[src/rtl/ecap_walk_pkg.sv]
package ecap_walk_pkg;
  localparam int OFF_W  = 12;
  localparam int ID_W   = 16;
  localparam int VER_W  = 4;
  localparam int HDR_W  = 32;
  localparam int SIZE_W = 13;
  localparam int CFG_BYTES = 4096;
  localparam logic [OFF_W-1:0] CAP_BASE = OFF_W'(256);
  localparam logic [OFF_W-1:0] LAST_HDR = OFF_W'(CFG_BYTES - 8);

  typedef enum logic [2:0] {ST_IDLE, ST_RD, ST_EV, ST_PATCH, ST_NEW} walk_st_e;

  function automatic logic [ID_W-1:0] hdr_id(input logic [HDR_W-1:0] h);
    return h[ID_W-1:0];
  endfunction

  function automatic logic [OFF_W-1:0] hdr_next(input logic [HDR_W-1:0] h);
    return h[HDR_W-1 -: OFF_W];
  endfunction

  function automatic logic [HDR_W-1:0] hdr_make(input logic [ID_W-1:0] id,
                                                input logic [VER_W-1:0] ver,
                                                input logic [OFF_W-1:0] nxt);
    return {nxt, ver, id};
  endfunction

  function automatic logic [HDR_W-1:0] hdr_relink(input logic [HDR_W-1:0] h,
                                                  input logic [OFF_W-1:0] nxt);
    return {nxt, h[ID_W+VER_W-1:0]};
  endfunction

  function automatic logic ptr_legal(input logic [OFF_W-1:0] p);
    return (p[1:0] == 2'b00) && (p >= CAP_BASE) && (p <= LAST_HDR);
  endfunction

  function automatic logic append_legal(input logic [OFF_W-1:0] off,
                                        input logic [SIZE_W-1:0] size);
    logic [OFF_W+1:0] end_pos;
    end_pos = (OFF_W+2)'(off) + (OFF_W+2)'(size);
    return (off >= CAP_BASE) && (off[1:0] == 2'b00) &&
           (size >= SIZE_W'(8)) && (end_pos < (OFF_W+2)'(CFG_BYTES));
  endfunction
endpackage

[src/rtl/ecap_hdr_eval.sv]
module ecap_hdr_eval
  import ecap_walk_pkg::*;
(
  input  logic [HDR_W-1:0] hdr,
  input  logic [ID_W-1:0]  target,
  output logic             hit,
  output logic             at_tail,
  output logic             ptr_bad,
  output logic [OFF_W-1:0] nxt
);
  assign nxt     = hdr_next(hdr);
  assign hit     = (hdr_id(hdr) == target);
  assign at_tail = (nxt == '0);
  assign ptr_bad = !ptr_legal(nxt);
endmodule

[src/rtl/ecap_step_ctr.sv]
module ecap_step_ctr #(
  parameter int unsigned MAX_STEPS = 1024
) (
  input  logic clk,
  input  logic rst_n,
  input  logic clear,
  input  logic inc,
  output logic exhausted
);
  localparam int CW = $clog2(MAX_STEPS + 1);
  logic [CW-1:0] cnt;

  always_ff @(posedge clk or negedge rst_n) begin
    if (!rst_n)     cnt <= '0;
    else if (clear) cnt <= '0;
    else if (inc)   cnt <= cnt + 1'b1;
  end

  assign exhausted = (cnt == CW'(MAX_STEPS));

  // the header count never passes the limit
  a_r7_cnt_bounded: assert property (@(posedge clk) disable iff (!rst_n)
    cnt <= CW'(MAX_STEPS));
  // no further read is issued once the limit is reached
  a_r7_no_read_past_limit: assert property (@(posedge clk) disable iff (!rst_n)
    exhausted |-> !inc);
endmodule

[src/rtl/ecap_list_walker.sv]
module ecap_list_walker
  import ecap_walk_pkg::*;
#(
  parameter int unsigned MAX_STEPS = 1024
) (
  input  logic              clk,
  input  logic              rst_n,
  input  logic              start,
  input  logic              op_append,
  input  logic [ID_W-1:0]   target_id,
  input  logic [OFF_W-1:0]  app_offset,
  input  logic [VER_W-1:0]  app_version,
  input  logic [SIZE_W-1:0] app_size,
  output logic              mem_rd_en,
  output logic              mem_wr_en,
  output logic [OFF_W-1:0]  mem_addr,
  output logic [HDR_W-1:0]  mem_wdata,
  input  logic [HDR_W-1:0]  mem_rdata,
  output logic              busy,
  output logic              done,
  output logic              found,
  output logic [OFF_W-1:0]  res_offset,
  output logic [OFF_W-1:0]  res_prev,
  output logic              error
);
  walk_st_e st_q, st_d;
  logic [OFF_W-1:0] cur_q, cur_d, prev_q, prev_d, keep_q, keep_d, off_q;
  logic [ID_W-1:0]  tgt_q, id_q;
  logic [VER_W-1:0] ver_q;
  logic [HDR_W-1:0] hdr_q;
  logic             app_q;
  logic             done_q, found_q, err_q;
  logic [OFF_W-1:0] res_q, prv_q;

  // named internal events
  logic             hit, at_tail, ptr_bad, exhausted, accept;
  logic [OFF_W-1:0] nxt;
  logic             fin, fin_found, fin_err;
  logic [OFF_W-1:0] fin_res, fin_prev;

  assign accept = (st_q == ST_IDLE) && start;

  ecap_hdr_eval u_eval (
    .hdr(mem_rdata), .target(tgt_q),
    .hit(hit), .at_tail(at_tail), .ptr_bad(ptr_bad), .nxt(nxt)
  );

  ecap_step_ctr #(.MAX_STEPS(MAX_STEPS)) u_steps (
    .clk(clk), .rst_n(rst_n), .clear(accept), .inc(st_q == ST_RD),
    .exhausted(exhausted)
  );

  always_comb begin
    st_d = st_q; cur_d = cur_q; prev_d = prev_q; keep_d = keep_q;
    fin = 1'b0; fin_found = 1'b0; fin_err = 1'b0;
    fin_res = '0; fin_prev = '0;
    case (st_q)
      ST_IDLE: if (start) begin
        cur_d  = CAP_BASE;
        prev_d = '0;
        if (op_append && !append_legal(app_offset, app_size)) begin
          fin = 1'b1; fin_err = 1'b1;
        end else begin
          st_d = ST_RD;
        end
      end
      ST_RD: st_d = ST_EV;
      ST_EV: begin
        if (app_q && off_q == CAP_BASE) begin
          keep_d = hdr_next(mem_rdata);
          st_d   = ST_NEW;
        end else if (cur_q == CAP_BASE && mem_rdata == '0) begin
          fin = 1'b1; fin_err = app_q; st_d = ST_IDLE;
        end else if (hit) begin
          fin = 1'b1; st_d = ST_IDLE;
          if (app_q) fin_err = 1'b1;
          else begin
            fin_found = 1'b1; fin_res = cur_q; fin_prev = prev_q;
          end
        end else if (at_tail) begin
          if (app_q) begin
            prev_d = cur_q; keep_d = '0; st_d = ST_PATCH;
          end else begin
            fin = 1'b1; fin_prev = cur_q; st_d = ST_IDLE;
          end
        end else if (ptr_bad || exhausted) begin
          fin = 1'b1; fin_err = 1'b1; st_d = ST_IDLE;
        end else begin
          prev_d = cur_q; cur_d = nxt; st_d = ST_RD;
        end
      end
      ST_PATCH: st_d = ST_NEW;
      ST_NEW: begin
        fin = 1'b1; fin_found = 1'b1; fin_res = off_q; fin_prev = prev_q;
        st_d = ST_IDLE;
      end
      default: st_d = ST_IDLE;
    endcase
  end

  always_ff @(posedge clk or negedge rst_n) begin
    if (!rst_n) begin
      st_q <= ST_IDLE; cur_q <= '0; prev_q <= '0; keep_q <= '0; off_q <= '0;
      tgt_q <= '0; id_q <= '0; ver_q <= '0; hdr_q <= '0; app_q <= 1'b0;
      done_q <= 1'b0; found_q <= 1'b0; err_q <= 1'b0; res_q <= '0; prv_q <= '0;
    end else begin
      st_q <= st_d; cur_q <= cur_d; prev_q <= prev_d; keep_q <= keep_d;
      if (accept) begin
        tgt_q <= op_append ? '0 : target_id;
        app_q <= op_append;
        id_q  <= target_id;
        ver_q <= app_version;
        off_q <= app_offset;
      end
      if (st_q == ST_EV) hdr_q <= mem_rdata;
      done_q <= fin;
      if (fin) begin
        found_q <= fin_found; err_q <= fin_err;
        res_q   <= fin_res;   prv_q <= fin_prev;
      end
    end
  end

  assign mem_rd_en = (st_q == ST_RD);
  assign mem_wr_en = (st_q == ST_PATCH) || (st_q == ST_NEW);
  always_comb begin
    case (st_q)
      ST_PATCH: begin mem_addr = prev_q; mem_wdata = hdr_relink(hdr_q, off_q); end
      ST_NEW:   begin mem_addr = off_q;  mem_wdata = hdr_make(id_q, ver_q, keep_q); end
      default:  begin mem_addr = cur_q;  mem_wdata = '0; end
    endcase
  end

  assign busy       = (st_q != ST_IDLE);
  assign done       = done_q;
  assign found      = found_q;
  assign error      = err_q;
  assign res_offset = res_q;
  assign res_prev   = prv_q;

  // a reported match is a legal, aligned header offset
  a_r3_found_offset_legal: assert property (@(posedge clk) disable iff (!rst_n)
    (done && found) |-> (res_offset >= CAP_BASE && res_offset[1:0] == 2'b00));
  // reads only go to aligned offsets inside the extended area (R6 range)
  a_r6_read_addr_legal: assert property (@(posedge clk) disable iff (!rst_n)
    mem_rd_en |-> (mem_addr >= CAP_BASE && mem_addr <= LAST_HDR && mem_addr[1:0] == 2'b00));
  // writes never land outside the extended area
  a_r9_write_addr_legal: assert property (@(posedge clk) disable iff (!rst_n)
    mem_wr_en |-> (mem_addr >= CAP_BASE && mem_addr[1:0] == 2'b00));
  // a read and a write never share a cycle
  a_r8_rd_wr_exclusive: assert property (@(posedge clk) disable iff (!rst_n)
    !(mem_rd_en && mem_wr_en));
  // a start seen while busy leaves the target untouched
  a_r11_busy_keeps_target: assert property (@(posedge clk) disable iff (!rst_n)
    (busy && start) |=> $stable(tgt_q));
  // a completion never reports both a result and an error
  a_r12_found_xor_error: assert property (@(posedge clk) disable iff (!rst_n)
    done |-> !(found && error));
endmodule

[config.mk]
export PLATFORM = sky130hd
export DESIGN_NAME = ecap_list_walker
export DESIGN_NICKNAME = d
export VERILOG_FILES = /design/src/rtl/ecap_walk_pkg.sv /design/src/rtl/ecap_hdr_eval.sv /design/src/rtl/ecap_step_ctr.sv /design/src/rtl/ecap_list_walker.sv
export SDC_FILE = /design/constraint.sdc
export NUM_CORES = 1
export LEC_CHECK = 0
export BUFFER_PORTS_ARGS = -buffer_cell sky130_fd_sc_hd__buf_2
export CAP_MARGIN = 20
export CORE_MARGIN = 2
export CORE_UTILIZATION = 60
export DETAILED_ROUTE_END_ITERATION = 10
export GPL_TIMING_DRIVEN = 0
export PLACE_DENSITY_LB_ADDON = 0.25
export SYNTH_ARGS = -nofsm -noshare
export SYNTH_HDL_FRONTEND = slang
export SYNTH_HIERARCHICAL = 1
export SYNTH_SLANG_ARGS = --single-unit
[constraint.sdc]
create_clock -name clk -period 4.6 [get_ports clk]
set_clock_uncertainty 0.2 [all_clocks]
set_input_delay 0.23 -clock clk [delete_from_list [all_inputs] [get_ports clk]]
set_output_delay 0.23 -clock clk [all_outputs]
set_load 0.05 [all_outputs]
==> run metrics <==
outcome complete, no violations; post-DP HPWL 16.03 mm; final hold viol count 0; number of buffers created by CTS 17; Max Cap Violations 0; Sw Ratio 32.61%; leakage power total 4.822 nW; Seq pwr share 40.7%; top-area cell type share of the netlist area 48.28%; Fmax 0.2833 GHz; worst vdd ir 286.5 uV; CP Max Fanout 10; number of global-route vias before repair 7092; P_int 2.836 mW; CP Capture Type register; Post-synth EDFFs 0; Sw Pwr 1.372 mW; Async SR Flop Fraction 100.0%; sequential area share after synthesis 48.28%; Fin Hold WS 120.0 ps; Period Utilization, post-route 76.73%; Fillers 790; worst slew pin tran 950.4 ps; clock network power share 37.1%; drt first pass iters 7; Final ANT Viol Nets 0; critical path, cell by cell dlygate4sd3_1 > buf_2 > xnor2_1 > nand4_1 > nor4_2 > nand3b_1 > a31oi_1 > clkbuf_1 > a22oi_1 > o31ai_1; Placer Congestion 0.9507; uppermost routed layer met4; Post-synth top cells nand2_1, dfrtp_1, a22o_1, o21ai_0, clkbuf_1; count leader, synth nand2_1; CTS Buffer Depth 2; # IOs 155; fin crit period 3530 ps; Yosys reg bits 146; Clk pin slew, worst setup/hold paths 60 ps; cells after synthesis 795; Worst Path Arrival 3670 ps; total gr overflow 0; top cells by area, synth dfrtp_1, nand2_1, a22o_1; Routed met1 length 9.359 mm; die height 116.3 um; worst rel slew slack 36.11%; row count 41; area delta synth->final 31.13%; largest net degree at the start of global routing 95; via count 7368; Worst path max stage delay 850 ps; Clock Sinks 146; R2R setup slack 1150 ps; first-pass GRT wire length 37.98 mm; Starting Density 60.70%; Die W 116.3 um; Primary FF master, synth dfrtp_1; met2 WL post-DR 12.10 mm; FF/Latch Area 3654 um^2; synthesized area 7567 um^2; fraction of layout cells with a size suffix above 1 23.09%; final routed DRC violation total 0; leading area contributor after synthesis dfrtp_1; DR iter-0 viols 936; Syn Area/Cell 9.519 um^2; area of the multi-input gates 3540 um^2; pwr/cell area 424.1 nW/um^2; Port Buffer Count 154; mean number of vias per cell 6.039; final setup fails 0; Yosys Warn Count 6; syn nets 889; RSZ-0062 raised after global routing no; TritonCTS clock tree built; Setup CP Type in -> reg; Hold Path Class in -> async; library cells used by synthesis 60; Die ar. 13530 um^2; Gate power share 22.2%; # resized after CTS 0; setup TNS 0 ps; WL final 24.32 mm; Total GRT Usage 37.34%; n_diodes 0; initial antenna violation count 0; final slew viol count 0; required time of the worst setup path 4740 ps; clk_lat worst skew 430 ps; Startpoint Class primary input; Clock Tree Root clkbuf_16; slowest CP cell nor4_2; drt wl/cell 19.93 um; number of H-tree levels 4; WL met3 1.971 mm; nets 1129; Core Region 12470 um^2
[cell families after synthesis]
group	count (synthesis)	share of synthesized area, %
flip-flops	146	48.28
adder cells (fa/ha/maj)	13	2.150
multiplexers	3	0.4299
XOR/XNOR	20	2.315
AND/OR/NAND/NOR	334	21.00
AO/OA/AOI/OAI	198	20.80
buffers and inverters	81	5.026
[layout by cell type, fill, tap and decap left out, drive strengths merged, types with 6 or more instances in the layout]
master       instances
nand2              210
buf                183
dfrtp              146
a22o                67
dlygate4sd3         66
clkbuf              51
o21ai               36
nor4                28
a22oi               25
o211ai              24
inv                 23
nand2b              21
nor2                18
xnor2               17
nand3               17
o31ai               16
a21oi               14
ha                  13
nand4               11
or4                  6
[path summary, 6_finish.rpt]
check | from | end | cells after the start
setup / recovery | mem_rdata[2] | res_offset[2]$_DFFE_PN0P_ | 10
hold / removal | rst_n | res_prev[5]$_DFFE_PN0P_ | 2
setup reg to reg | tgt_q[6]$_DFFE_PN0P_ | res_offset[2]$_DFFE_PN0P_ | 8
hold reg to reg | id_q[9]$_DFFE_PN0P_ | id_q[9]$_DFFE_PN0P_ | 2
max in group asynchronous | rst_n | st_q[1]$_DFFE_PN0P_ | 3
min in group clk | start | ver_q[2]$_DFFE_PN0P_ | 5
[worst max-delay path, delay by kind of cell]
family / cells / cell delay [ps]
compound gates: 3 / 950
simple gates: 3 / 1170
xor+xnor: 1 / 150
buf+inv: 3 / 1160
[power by group through the flow]
stage | Combinational (mW) | Sequential [mW] | Clock, mW
6_report | 0.933 | 1.71 | 1.56
3_3_place_gp | 0.827 | 1.71 | 0
3_5_place_dp | 0.856 | 1.72 | 0
5_1_grt | 1.02 | 1.74 | 1.63
2_1_floorplan | 0.532 | 1.73 | 0
4_1_cts | 0.907 | 1.70 | 1.57
[metal layers]
metal  track usage (%)  up-vias
met5                 0        -
met4             16.75        0
met3             7.836       74
met2             60.93      452
met1             48.38     3519
li1                  -     3323
[per-stage QoR]
step | util, % | std cells | power, mW | setup WS, ps | instance area [um^2]
after floorplan | - | 795 | 2.262 | 1840 | 7567
after global placement | 68.61 | 1121 | 2.540 | 930.4 | 8553
after detailed placement | 68.94 | 1122 | 2.573 | 1275 | 8593
after CTS | 79.60 | 1220 | 4.174 | 1207 | 9923
after global routing | 79.60 | 1220 | 4.382 | 788.0 | 9923
final | 79.60 | 1220 | 4.209 | 1070 | 9923
[what timing repair did]
| item | 4_1_cts | 5_1_grt |
|---|---|---|
| endpoints found under the hold margin | 133 | 0 |
| hold buffers | 66 | 0 |
| buffers inserted | 0 | 0 |
[state kept, by name (all words and copies together) (netlist names), 3 cells and up]
signal / count
tgt_q: 16
hdr_q: 20
cur_q: 12
off_q: 12
id_q: 16
keep_q: 12
u_steps/cnt: 11
st_q: 3
res_offset: 12
prev_q: 12
res_prev: 12
ver_q: 4
[area by class of cell]
type | count | share of cell area, %
inverter | 22 | 0.8322
buffer | 59 | 3.001
clock buffer | 20 | 4.703
clock inverter | 12 | 2.043
multi-input combinational | 568 | 35.67
timing repair buffer | 221 | 14.76
sequential | 146 | 36.82
tap | 172 | 2.169
Power figures use the tool's default switching activity.
